`src/rtl/phyreg_pkg.sv`:
```
package phyreg_pkg;
   // Register indices (byte offset / 4) whose fields the PHY decodes
   localparam int MAIN_REG = 0;
   localparam int PAD_REG  = 2;
   localparam int PWR_REG  = 6;

   // Field positions inside the 16-bit stored half-word
   localparam int PWR_BIT     = 0;
   localparam int DLLEN_BIT   = 1;
   localparam int DRV_LSB     = 4;
   localparam int TAPSEL_LSB  = 7;
   localparam int TAPEN_BIT   = 11;
   localparam int FREQ_LSB    = 12;
   localparam int STRB_BIT    = 9;

   // Status bit positions
   localparam int CAL_BIT     = 6;
   localparam int DLLRDY_BIT  = 5;

   typedef struct packed {
      logic       pwr_on;
      logic       dll_en;
      logic [2:0] drv_code;
      logic [1:0] dll_freq;
      logic       tap_en;
      logic [3:0] tap_sel;
      logic       strobe_pd;
   } phy_ctl_t;
endpackage

```
`src/rtl/masked_reg.sv`:
```
module masked_reg #(
   parameter int          HALF_W    = 16,
   parameter logic [15:0] RESET_VAL = '0
) (
   input  logic                clk,
   input  logic                rst_n,
   input  logic                wr_en,
   input  logic [2*HALF_W-1:0] wdata,
   output logic [HALF_W-1:0]   q
);
   logic [HALF_W-1:0] mask;
   logic [HALF_W-1:0] val;

   assign mask = wdata[2*HALF_W-1:HALF_W];
   assign val  = wdata[HALF_W-1:0];

   always_ff @(posedge clk or negedge rst_n) begin
      if (!rst_n)
         q <= RESET_VAL[HALF_W-1:0];
      else if (wr_en)
         q <= (q & ~mask) | (val & mask);
   end
endmodule

```
`src/rtl/reg_decode.sv`:
```
module reg_decode #(
   parameter int ADDR_W    = 8,
   parameter int NUM_CTRL  = 7,
   parameter int STAT_OFFS = 32
) (
   input  logic [ADDR_W-1:0]   addr,
   output logic [NUM_CTRL-1:0] ctl_sel,
   output logic                stat_sel
);
   genvar i;
   generate
      for (i = 0; i < NUM_CTRL; i++) begin : g_sel
         assign ctl_sel[i] = (addr == ADDR_W'(i * 4));
      end
   endgenerate

   assign stat_sel = (addr == ADDR_W'(STAT_OFFS));
endmodule

```
`src/rtl/read_mux.sv`:
```
module read_mux #(
   parameter int HALF_W   = 16,
   parameter int NUM_CTRL = 7
) (
   input  logic [NUM_CTRL-1:0][HALF_W-1:0] ctl_q,
   input  logic [NUM_CTRL-1:0]             ctl_sel,
   input  logic                            stat_sel,
   input  logic [HALF_W-1:0]               stat_word,
   output logic [2*HALF_W-1:0]             rdata
);
   always_comb begin
      rdata = '0;
      for (int i = 0; i < NUM_CTRL; i++) begin
         if (ctl_sel[i])
            rdata[HALF_W-1:0] = ctl_q[i];
      end
      if (stat_sel)
         rdata[HALF_W-1:0] = stat_word;
   end
endmodule

```
`src/rtl/phy_ctl_regbank.sv`:
```
module phy_ctl_regbank
   import phyreg_pkg::*;
#(
   parameter int ADDR_W    = 8,
   parameter int DATA_W    = 32,
   parameter int NUM_CTRL  = 7,
   parameter int STAT_OFFS = 32,
   parameter int TAP_RESET = 4
) (
   input  logic              clk,
   input  logic              rst_n,
   input  logic              req_valid,
   output logic              req_ready,
   input  logic              req_write,
   input  logic [ADDR_W-1:0] req_addr,
   input  logic [DATA_W-1:0] req_wdata,
   output logic              rsp_valid,
   output logic [DATA_W-1:0] rsp_rdata,
   input  logic              cal_done,
   input  logic              dll_ready,
   output logic              pwr_on,
   output logic              dll_en,
   output logic [2:0]        drv_code,
   output logic [1:0]        dll_freq,
   output logic              tap_en,
   output logic [3:0]        tap_sel,
   output logic              strobe_pd
);
   localparam int HALF_W = DATA_W / 2;

   // Elaboration-time parameter checks
   generate
      if (DATA_W % 2 != 0 || HALF_W < FREQ_LSB + 2) begin : g_bad_width
         $error("DATA_W must be even and hold all fields");
      end
      if (NUM_CTRL <= PWR_REG) begin : g_bad_count
         $error("NUM_CTRL too small for the power register");
      end
      if (STAT_OFFS % 4 != 0 || STAT_OFFS < NUM_CTRL * 4) begin : g_bad_stat
         $error("STAT_OFFS must be aligned and above the control registers");
      end
      if (STAT_OFFS >= (1 << ADDR_W) || TAP_RESET > 15) begin : g_bad_range
         $error("STAT_OFFS or TAP_RESET out of range");
      end
   endgenerate

   logic [NUM_CTRL-1:0]             ctl_sel;
   logic                            stat_sel;
   logic [NUM_CTRL-1:0][HALF_W-1:0] ctl_q;
   logic [HALF_W-1:0]               stat_word;
   logic [DATA_W-1:0]               rd_mux;
   logic                            wr_acc;
   phy_ctl_t                        fields;

   assign req_ready = 1'b1;
   assign wr_acc    = req_valid & req_write;

   reg_decode #(
      .ADDR_W   (ADDR_W),
      .NUM_CTRL (NUM_CTRL),
      .STAT_OFFS(STAT_OFFS)
   ) u_dec (
      .addr    (req_addr),
      .ctl_sel (ctl_sel),
      .stat_sel(stat_sel)
   );

   genvar i;
   generate
      for (i = 0; i < NUM_CTRL; i++) begin : g_reg
         localparam logic [15:0] RST =
            (i == MAIN_REG) ? 16'(TAP_RESET << TAPSEL_LSB) : 16'h0;
         masked_reg #(
            .HALF_W   (HALF_W),
            .RESET_VAL(RST)
         ) u_reg (
            .clk  (clk),
            .rst_n(rst_n),
            .wr_en(wr_acc & ctl_sel[i]),
            .wdata(req_wdata),
            .q    (ctl_q[i])
         );
      end
   endgenerate

   always_comb begin
      stat_word             = '0;
      stat_word[CAL_BIT]    = cal_done;
      stat_word[DLLRDY_BIT] = dll_ready;
   end

   read_mux #(
      .HALF_W  (HALF_W),
      .NUM_CTRL(NUM_CTRL)
   ) u_rmux (
      .ctl_q    (ctl_q),
      .ctl_sel  (ctl_sel),
      .stat_sel (stat_sel),
      .stat_word(stat_word),
      .rdata    (rd_mux)
   );

   always_ff @(posedge clk or negedge rst_n) begin
      if (!rst_n) begin
         rsp_valid <= 1'b0;
         rsp_rdata <= '0;
      end else begin
         rsp_valid <= req_valid;
         rsp_rdata <= (req_valid && !req_write) ? rd_mux : '0;
      end
   end

   // Field decode towards the PHY
   assign fields.pwr_on    = ctl_q[PWR_REG][PWR_BIT];
   assign fields.dll_en    = ctl_q[PWR_REG][DLLEN_BIT];
   assign fields.drv_code  = ctl_q[PWR_REG][DRV_LSB +: 3];
   assign fields.dll_freq  = ctl_q[MAIN_REG][FREQ_LSB +: 2];
   assign fields.tap_en    = ctl_q[MAIN_REG][TAPEN_BIT];
   assign fields.tap_sel   = ctl_q[MAIN_REG][TAPSEL_LSB +: 4];
   assign fields.strobe_pd = ctl_q[PAD_REG][STRB_BIT];

   assign pwr_on    = fields.pwr_on;
   assign dll_en    = fields.dll_en;
   assign drv_code  = fields.drv_code;
   assign dll_freq  = fields.dll_freq;
   assign tap_en    = fields.tap_en;
   assign tap_sel   = fields.tap_sel;
   assign strobe_pd = fields.strobe_pd;
endmodule

```
`config.mk`:
```
export PLATFORM = sky130hd
export DESIGN_NAME = phy_ctl_regbank
export DESIGN_NICKNAME = d
export VERILOG_FILES = /design/src/rtl/phyreg_pkg.sv /design/src/rtl/masked_reg.sv /design/src/rtl/reg_decode.sv /design/src/rtl/read_mux.sv /design/src/rtl/phy_ctl_regbank.sv
export SDC_FILE = /design/constraint.sdc
export NUM_CORES = 1
export LEC_CHECK = 0
export BUFFER_PORTS_ARGS = -buffer_cell sky130_fd_sc_hd__clkbuf_2
export CAP_MARGIN = 25
export CORE_MARGIN = 10
export CORE_UTILIZATION = 55
export DETAILED_ROUTE_END_ITERATION = 12
export PLACE_DENSITY = 0.76
export SYNTH_ARGS = -nofsm -noshare
export SYNTH_HDL_FRONTEND = slang
export SYNTH_HIERARCHICAL = 1
export SYNTH_SLANG_ARGS = --single-unit
```
`constraint.sdc`:
```
create_clock -name clk -period 1.5 [get_ports clk]
set_input_delay 0.075 -clock clk [delete_from_list [all_inputs] [get_ports clk]]
set_output_delay 0.075 -clock clk [all_outputs]
set_load 0.02 [all_outputs]
```
## Yosys cells after proc, flatten, opt, wreduce, memory -nomap -nowiden

Cells that the tools add are included.

| storage, ports and cells | value |
|---|---|
| flip-flop bits (word level) | 145 |
| input bits | 46 |
| output and inout bits | 47 |
| word-level logic and storage cells | 52 |

| operators by class | value |
|---|---|
| equal/unequal tests | 7 |
| mux-type cells | 9 |
| bitwise logic cells | 24 |
| reductions and logical operators | 3 |

Operator list:

| cell | number |
|---|---|
| 2-to-1 mux 16 bit | 9 |
| bitwise AND 16 bit | 8 |
| bitwise OR 16 bit | 7 |
| equality test 8 x 5 -> 1 bit, second input constant | 3 |
| equality test 8 x 4 -> 1 bit, second input constant | 2 |
| inverter 16 bit | 1 |
| bitwise AND 1 bit | 8 |
| equality test 8 x 3 -> 1 bit, second input constant | 1 |
| equality test 8 x 6 -> 1 bit, second input constant | 1 |
| logical NOT 8 bit | 1 |
| logical AND 1 bit | 1 |
| logical NOT 1 bit | 1 |

## Depth between registers and ports, before layout

Gate-level depths: netlist (run 1).

| depth | value |
|---|---|
| depth after elaboration | 10 |
| mapped depth | 9 |

## Cells and area by module

The synthesis (run 1) kept the hierarchy.

By module, submodules not included:

| module | instances | cells each | area an instance (um2) | seq. area each (um2) |
|---|---|---|---|---|
| masked_reg at g_reg[1].u_reg ... | 6 | 50 | 700.7 | 400.4 |
| phy_ctl_regbank | 1 | 83 | 1222.4 | 825.8 |
| read_mux | 1 | 162 | 1143.6 | 0.0 |
| masked_reg at g_reg[0].u_reg | 1 | 50 | 701.9 | 401.6 |
| reg_decode | 1 | 15 | 106.4 | 0.0 |

## Least setup slack after synthesis (run 1)

OpenSTA, ideal clock, no wires.

| path | value |
|---|---|
| path kind | in2reg |
| start point | input req_addr[5] |
| end point | register rsp_rdata[11] |
| setup time | 66 ps |
| arrival | 2122 ps |
| data required time | 1434 ps |
| path slack | -689 ps |
| stages | 8 |
| path buffers | 1 |
| cells stage by stage | or4_4 -> nor4_1 -> nor2b_4 -> buf_6 -> a221o_1 -> o21ai_1 -> a31oi_1 -> and3b_1 |

| on the way | value |
|---|---|
| elaborated cells on any way between the ends | 17 |
| classes of those cells | eq/ne: 7; mux: 9; reduce/logical: 1 |

RTL lines:

| what | line | RTL |
|---|---|---|
| start: declaration | phy_ctl_regbank.sv:15 | `input logic [ADDR_W-1:0] req_addr,` |
| equality test 8 x 4 -> 1 bit | reg_decode.sv:13 | `assign ctl_sel[i] = (addr == ADDR_W'(i * 4));` |
| named net ctl_sel[3] | phy_ctl_regbank.sv:47 | `logic [NUM_CTRL-1:0] ctl_sel;` |
| 2-to-1 mux 16 bit (4 in a row) | read_mux.sv:14 | `if (ctl_sel[i])` |
| 2-to-1 mux 16 bit | read_mux.sv:17 | `if (stat_sel)` |
| named net rd_mux[11] | phy_ctl_regbank.sv:51 | `logic [DATA_W-1:0] rd_mux;` |
| 2-to-1 mux 16 bit | phy_ctl_regbank.sv:109 | `rsp_rdata <= (req_valid && !req_write) ? rd_mux : '0;` |
| end signal: assignment | phy_ctl_regbank.sv:109 |  |
| end: declaration | phy_ctl_regbank.sv:18 | `output logic [DATA_W-1:0] rsp_rdata,` |

The timed path passes the listed nets, and every way through them passes these cells.
A chain may end at the register's enable or synchronous reset.

## Final worst setup path (run 1)

| path | value |
|---|---|
| start point | input req_addr[6] |
| end point | register rsp_rdata[0] |

| on the way | value |
|---|---|
| word-level cells in the longest chain between the ends | 10 |
| elaborated cells on any way between the ends | 17 |
| classes of those cells | eq/ne: 7; mux: 9; reduce/logical: 1 |

RTL lines:

| what | line |
|---|---|
| logical NOT 8 bit | reg_decode.sv:13 |
| named net ctl_sel[0] | phy_ctl_regbank.sv:47 |
| 2-to-1 mux 16 bit (7 in a row) | read_mux.sv:14 |
| 2-to-1 mux 16 bit | read_mux.sv:17 |
| named net rd_mux[0] | phy_ctl_regbank.sv:51 |
| 2-to-1 mux 16 bit | phy_ctl_regbank.sv:109 |

The timed path passes the listed nets, and every way through them passes these cells.

==> results of run 1 <==
## where the power goes
| part | internal [mW] | switching (mW) | total [mW] | leakage [nW] |
|---|---|---|---|---|
| logic | 0.222 | 0.393 | 0.615 | 3.05 |
| registers | 3.98 | 0.0385 | 4.02 | 2.01 |
| clock network | 3.13 | 1.59 | 4.73 | 0.322 |
| total | 7.33 | 2.02 | 9.36 | 5.38 |
## layer usage
layer	share of wire [%]	global-route usage, %
met5	0	0
met4	3.8	7.89
met1	39	28.8
met2	48	36.8
met3	9.6	6.83
## Yosys cell counts (all sizes together)
cell type | n | area, sq um
dfstp | 1 | 26.3
nand2b | 16 | 100
and3 | 7 | 43.8
o22ai | 15 | 93.8
mux2 | 112 | 1520
or4b | 2 | 20.0
and3b | 32 | 280
o2111ai | 16 | 140
clkbuf | 2 | 7.51
a221o | 29 | 290
nand2 | 117 | 439
or2b | 2 | 15.0
inv | 4 | 15.0
nor2b | 2 | 27.5
buf | 54 | 437
a21oi | 5 | 25.0
o21ai | 19 | 95.1
dfrtp | 144 | 3600
conb | 3 | 11.3
or4 | 2 | 22.5
a31oi | 16 | 100
nor2 | 6 | 30.0
nor4 | 4 | 31.3
## cell type report
cell class / instances / area (sq um) / area share [%]
diodes: 1 / 2.50 / 0.0247
clock buffers: 19 / 443 / 4.37
clock inverters: 12 / 213 / 2.10
inverters: 4 / 17.5 / 0.173
multi-input cells: 433 / 4060 / 40.0
flip-flops and latches: 145 / 3630 / 35.8
well taps: 176 / 220 / 2.17
repair buffers: 182 / 1550 / 15.3
## worst max-delay path by stage
stage                startpoint      endpoint  slack (ns)
global placement    req_addr[5]     flip-flop       -0.63
finish              req_addr[6]  rsp_rdata[0]       -0.31
detailed placement  req_addr[5]  rsp_rdata[0]       -0.68
CTS                 req_addr[5]  rsp_rdata[0]       -0.17
floorplan           req_addr[5]  rsp_rdata[3]       -0.46
global route        req_addr[1]  rsp_rdata[0]       -0.32
## logic make-up after synthesis
group                  after synthesis  synth area share (%)
AO/OA/AOI/OAI                      100                  10.1
multiplexers                       112                  20.7
other                                3                 0.153
buffers and inverters               60                  6.22
flip-flops                         145                  49.2
AND/OR/NAND/NOR                    190                  13.7
## repair_timing
action                                  in CTS  in global routing
endpoints found under the setup margin      99                111
setup buffers                                5                  9
hold endpoints to repair                   199                  0
resized for setup                           39                127
cloned                                       2                  3
pin swaps                                   23                 17
hold buffers                                13                  0
## through the flow
| step | util, % | hold slack (ns) | cells | setup slack (ns) | TNS, ns |
|---|---|---|---|---|---|
| 6_report | 76.8 | 0.0257 | 972 | -0.307 | -12.59 |
| 5_1_grt | 76.8 | 0.00591 | 972 | -0.324 | -14.58 |
| 4_1_cts | 72.1 | 0.00405 | 962 | -0.167 | -5.21 |
| 3_5_place_dp | 64.7 | 0.00109 | 912 | -0.676 | -68.17 |
| 3_3_place_gp | 64.7 | -0.00242 | 912 | -0.627 | -64.67 |
| 2_1_floorplan | - | -0.221 | 638 | -0.461 | -27.65 |
==> parameters.txt, run 1 <==
Parameter                              Value

Synthesis
  Gate count after technology mapping ... 610
  Proportion of synthesized chip area in sequential cells ... 49.2%
  Number of warnings printed during yosys synthesis ... 6
  Area of the mapped netlist ... 0.00738 sq mm
  Post-synthesis cell type count ... 30
  Per-instance average area after synthesis ... 12.1 sq um
  Count of state elements after synthesis ... 145

Layout
  Area added between synthesis and finish ... 37.3%
  Leading cell types in the layout, fill and taps excluded ... sky130_fd_sc_hd__dfrtp_1, sky130_fd_sc_hd__clkbuf_2, sky130_fd_sc_hd__mux2_4
  Final layout net count ... 829
  Fraction of layout instances using a drive strength above 1 ... 55.7%
  Number of filler instances in the final layout ... 741
  Final standard cell area without fillers ... 0.0101 sq mm
  Most common library cell in the layout ignoring fill and taps ... sky130_fd_sc_hd__dfrtp_1

Clock tree
  Root buffer cell ... sky130_fd_sc_hd__clkbuf_16
  Clk sink count ... 145
  Clock tree from TritonCTS ... done
  Max clock buf depth ... 2
  Clock slew at the register clock pins of the worst setup and hold paths ... 0.06 ns
  Total CTS buffers ... 17
  CTS H-tree lvls ... 4
  Clock insertion delay at the later pin of the skew report ... 0.42 ns

STA
  Min setup slack post-route ... -0.307 ns
  Worst-margin pin slew ... 0.643 ns
  Setup repair after global routing missed its margin ... yes
  Shortest clock period the worst path allows after layout ... 1.81 ns
  Max-slew violation count ... 0
  Worst-case headroom to the max-slew limit ... 57.0%
  Setup violators final ... 125
  Maximum clock frequency ... 553 MHz
  Final hold vios ... 0
  Post-route fraction of the period consumed by the critical path ... 120%
  Fin Clk Skew ... 0.00589 ns

Worst setup path
  Critical path required time ... 1.86 ns
  Largest incremental delay on the critical path ... 0.58 ns
  Cell Chain, Critical Path ... buf_6 > or4_4 > buf_6 > nor2_4 > nor2b_4 > buf_12 > a221o_1 > o2111ai_1 > a31oi_1 > and3b_1
  Worst Path Class, Setup ... input port to flip-flop
  Setup slack on the worst flop-to-flop path ... 0.19 ns
  Stages on the worst setup path ... 10
  Crit path DAT ... 2.16 ns
  RR Endpoint ... rsp_rdata[3]
  Family with the most delay on the worst path ... simple AND/OR/NAND/NOR gates
  Most common cell on crit path ... sky130_fd_sc_hd__buf_6
  Maximum fanout count along the critical path ... 7
  Endpoint type of the worst setup path ... flip-flop
  Critical Path Source Type ... input port
  Number of cells on the worst reg-to-reg path ... 4
  Buffers plus inverters on the worst setup path ... 3
  Worst path slowest cell ... sky130_fd_sc_hd__or4_4

Routing
  1st-pass router iterations ... 6
  Routed WL per cell ... 23.5 microns
  Number of remaining DRC errors ... 0
  Number of DRC markers in iteration 0 ... 646
  Final wirelength ... 22800 microns
  Via count ... 5986
  Via density per instance ... 6.16
  Remaining antenna violation count after routing ... 0

Hold path
  Depth of the worst hold-timing path ... 2
  Hold crit path type ... input port to flip-flop
  Worst hold start ... req_wdata[1]

Floorplan
  IO Count ... 93
  Rows ... 42
  Horizontal die dimension ... 136 microns
  Area inside the core boundary ... 0.0132 sq mm
  Die height ... 136 microns
  Die footprint ... 0.0184 sq mm
  Initial standard-cell utilization of the core ... 55.9%

Power and ir drop
  Leakage ... 5.38 nW
  PnR Total Power ... 9.36 mW
  Worst vdd rail ir drop ... 899 uV
  Total power divided by cell area ... 924 mW/mm^2

Outcome
  Run status ... finished, violations left
  Violations in the final reports ... setup timing

GRT
  Initial antenna violation count ... 1
  Maximum number of pins on one net before global-route repair ... 46
  Total global routing overflow ... 0
  First-pass GRT wire length ... 33100 microns
  Total GRT Usage ... 22.9%
  Number of global-route vias before repair ... 6151

Place
  Final estimated routing congestion in global placement ... 0.880
  Count of buffers inserted at the top-level ports ... 91
  Detailed placer's ending HPWL ... 13600 microns
  Placed cell area ... 0.00853 sq mm

Run
  Max capacitance violation total ... 0
Note: power is estimated with default switching activity, not from simulation.
==> inputs of run 2 (changes only) <==
Settings changed: BUFFER_PORTS_ARGS -buffer_cell sky130_fd_sc_hd__clkbuf_2 to -buffer_cell sky130_fd_sc_hd__buf_2.
==> run 2 against run 1 <==
- worst setup slack improved by 0.051 ns
- die area did not move
- clock skew rose by 0.0011 ns
- hold slack got worse by 0.021 ns
- non-clock buffer count rose by 2
- critical path depth did not move
- sequential cell count did not move
- clock power fell by 18%
- largest cell class unchanged
- global-route usage rose by 0.16 points
- critical path type unchanged
- first-iteration DRC count fell by 27%
- routed wire length fell by 7.6%
- final cell count rose by 0.21%
- the flow still finishes with violations (setup timing)
==> parameters.txt, run 2 (synthesis gave the netlist of run 1 again) <==
Parameter                              Value

Worst setup path
  Crit path DAT ... 2.08 ns (was 2.16 ns)
  Buffers plus inverters on the worst setup path ... 3 (unchanged)
  Family with the most delay on the worst path ... simple AND/OR/NAND/NOR gates (unchanged)
  Worst Path Class, Setup ... input port to flip-flop (unchanged)
  Most common cell on crit path ... sky130_fd_sc_hd__buf_6 (unchanged)
  Critical path required time ... 1.82 ns (was 1.86 ns)
  Number of cells on the worst reg-to-reg path ... 4 (unchanged)
  Largest incremental delay on the critical path ... 0.57 ns (was 0.58 ns)
  Critical Path Source Type ... input port (unchanged)
  RR Endpoint ... rsp_rdata[7] (was rsp_rdata[3])
  Endpoint type of the worst setup path ... flip-flop (unchanged)
  Setup slack on the worst flop-to-flop path ... 0.19 ns (about the same)
  Cell Chain, Critical Path ... buf_6 > or4_4 > nor4_4 > buf_4 > nor2b_4 > buf_6 > a221o_1 > o2111ai_2 > a31oi_1 > and3b_1 (was buf_6 > or4_4 > buf_6 > nor2_4 > nor2b_4 > buf_12 > a221o_1 > o2111ai_1 > a31oi_1 > and3b_1)
  Worst path slowest cell ... sky130_fd_sc_hd__or4_4 (unchanged)
  Maximum fanout count along the critical path ... 5 (was 7)

STA
  Setup repair after global routing missed its margin ... yes (unchanged)
  Max-slew violation count ... 0 (unchanged)
  Fin Clk Skew ... 0.00698 ns (was 0.00589 ns)
  Final hold vios ... 0 (unchanged)
  Shortest clock period the worst path allows after layout ... 1.76 ns (was 1.81 ns)
  Worst-case headroom to the max-slew limit ... 52.0% (was 57.0%)
  Total Negative Setup Slacks ... -9.97 ns (was -12.59 ns)
  Maximum clock frequency ... 569 MHz (was 553 MHz)
  Post-route fraction of the period consumed by the critical path ... 117% (was 120%)
  Min setup slack post-route ... -0.256 ns (was -0.307 ns)
  Setup violators final ... 115 (was 125)
  Worst-margin pin slew ... 0.719 ns (was 0.643 ns)

GRT
  Initial antenna violation count ... 0 (was 1)
  Maximum number of pins on one net before global-route repair ... 49 (was 46)
  Total global routing overflow ... 0 (unchanged)
  First-pass GRT wire length ... 33200 microns (was 33100 microns)
  Number of global-route vias before repair ... 6154 (was 6151)
  Total GRT Usage ... 23.0% (was 22.9%)

Layout
  Fraction of layout instances using a drive strength above 1 ... 53.4% (was 55.7%)
  Leading cell types in the layout, fill and taps excluded ... sky130_fd_sc_hd__dfrtp_1, sky130_fd_sc_hd__buf_2, sky130_fd_sc_hd__mux2_4 (was sky130_fd_sc_hd__dfrtp_1, sky130_fd_sc_hd__clkbuf_2, sky130_fd_sc_hd__mux2_4)
  Final standard cell area without fillers ... 0.00986 sq mm (was 0.0101 sq mm)
  Most common library cell in the layout ignoring fill and taps ... sky130_fd_sc_hd__dfrtp_1 (unchanged)
  Area added between synthesis and finish ... 33.7% (was 37.3%)
  Final layout net count ... 831 (was 829)
  Ant diodes ... 0 (was 1)

Hold path
  Worst hold start ... req_wdata[4] (was req_wdata[1])
  Depth of the worst hold-timing path ... 2 (unchanged)
  Hold crit path type ... input port to flip-flop (unchanged)

Power and ir drop
  Worst vdd rail ir drop ... 698 uV (was 899 uV)
  Leakage ... 5.18 nW (was 5.38 nW)
  Total power divided by cell area ... 864 mW/mm^2 (was 924 mW/mm^2)

Outcome
  Run status ... finished, violations left (unchanged)
  Violations in the final reports ... setup timing (unchanged)

Clock tree
  CTS H-tree lvls ... 4 (unchanged)
  Max clock buf depth ... 2 (unchanged)
  Clock slew at the register clock pins of the worst setup and hold paths ... 0.06 ns (about the same)
  Clock insertion delay at the later pin of the skew report ... 0.43 ns (was 0.42 ns)
  Root buffer cell ... sky130_fd_sc_hd__clkbuf_16 (unchanged)
  Total CTS buffers ... 17 (unchanged)
  Clock tree from TritonCTS ... done (unchanged)
  Clk sink count ... 145 (unchanged)

Floorplan
  Rows ... 42 (unchanged)
  Initial standard-cell utilization of the core ... 55.9% (unchanged)
  IO Count ... 93 (unchanged)
  Horizontal die dimension ... 136 microns (unchanged)
  Die footprint ... 0.0184 sq mm (unchanged)
  Area inside the core boundary ... 0.0132 sq mm (unchanged)
  Die height ... 136 microns (unchanged)

Place
  Pre-CTS setup slack ... -0.744 ns (was -0.676 ns)
  Final estimated routing congestion in global placement ... 0.898 (was 0.880)
  Detailed placer's ending HPWL ... 14200 microns (was 13600 microns)
  Count of buffers inserted at the top-level ports ... 91 (unchanged)
  Placed cell area ... 0.00863 sq mm (was 0.00853 sq mm)

Run
  Max capacitance violation total ... 0 (unchanged)

Routing
  1st-pass router iterations ... 5 (was 6)
  Number of remaining DRC errors ... 0 (unchanged)
  Remaining antenna violation count after routing ... 0 (unchanged)
  Via density per instance ... 5.91 (was 6.16)
  Routed WL per cell ... 21.6 microns (was 23.5 microns)
  Via count ... 5752 (was 5986)
  Number of DRC markers in iteration 0 ... 472 (was 646)
  Final wirelength ... 21100 microns (was 22800 microns)
run 2: cell count changes in the layout (fill, tap and decap cells not counted), moves of 6 or more:
cell	delta
sky130_fd_sc_hd__buf_2	+87
sky130_fd_sc_hd__nand2_1	+24
sky130_fd_sc_hd__o2111ai_2	+7
sky130_fd_sc_hd__nand2_2	-9
sky130_fd_sc_hd__bufinv_16	-6
sky130_fd_sc_hd__o2111ai_1	-7
sky130_fd_sc_hd__nand2_4	-15
sky130_fd_sc_hd__clkbuf_2	-88
run 2: how the worst max path moves through the flow:
stage	start	end	slack, ns	cells after the start
2_1_floorplan	req_addr[5]	rsp_rdata[3]	-0.46	9
3_3_place_gp	req_addr[5]	flip-flop	-0.70	9
3_5_place_dp	req_addr[5]	rsp_rdata[8]	-0.74	10
4_1_cts	req_addr[5]	rsp_rdata[7]	-0.23	10
5_1_grt	req_addr[5]	rsp_rdata[7]	-0.29	10
6_report	req_addr[5]	rsp_rdata[7]	-0.26	10
run 2: per-layer routing:
layer | up-vias | track usage (%) | share of wire, %
li1 | 2513 | - | -
met4 | 0 | 8.91 | 2.9
met1 | 2878 | 28.0 | 39
met3 | 78 | 6.38 | 8.1
met2 | 283 | 38.1 | 50
met5 | - | 0 | 0
run 2: what timing repair did:
item | 4_1_cts | 5_1_grt
setup endpoints to repair | 122 | 126
hold buffers | 17 | 0
pin swaps | 24 | 18
hold endpoints to repair | 173 | 0
gates resized for setup | 81 | 35
buffers inserted | 3 | 1
gates cloned | 1 | 0
run 2: power breakdown:
part	leakage, nW	internal (mW)	switching [mW]	total [mW]
Combinational	2.91	0.238	0.375	0.614
Sequential	2.01	3.98	0.0362	4.01
Clock	0.255	2.17	1.73	3.90
run 2: final cells by class:
class | instances | area [sq um]
well taps | 176 | 220
multi-input cells | 433 | 3950
inverters | 4 | 20.0
flip-flops and latches | 145 | 3630
fillers | 817 | 3330
clock buffers | 18 | 439
repair buffers | 184 | 1500
clock inverters | 14 | 109
run 2: through the flow:
step / hold WS [ns] / instances / utilization, % / power [mW]
2_1_floorplan: -0.221 / 638 / - / 4.29
3_3_place_gp: 0.0565 / 920 / 65.4 / 4.60
3_5_place_dp: 0.0659 / 920 / 65.4 / 4.62
4_1_cts: 0.00629 / 973 / 73.5 / 8.54
5_1_grt: 0.0240 / 974 / 74.8 / 8.81
6_report: 0.00459 / 974 / 74.8 / 8.53
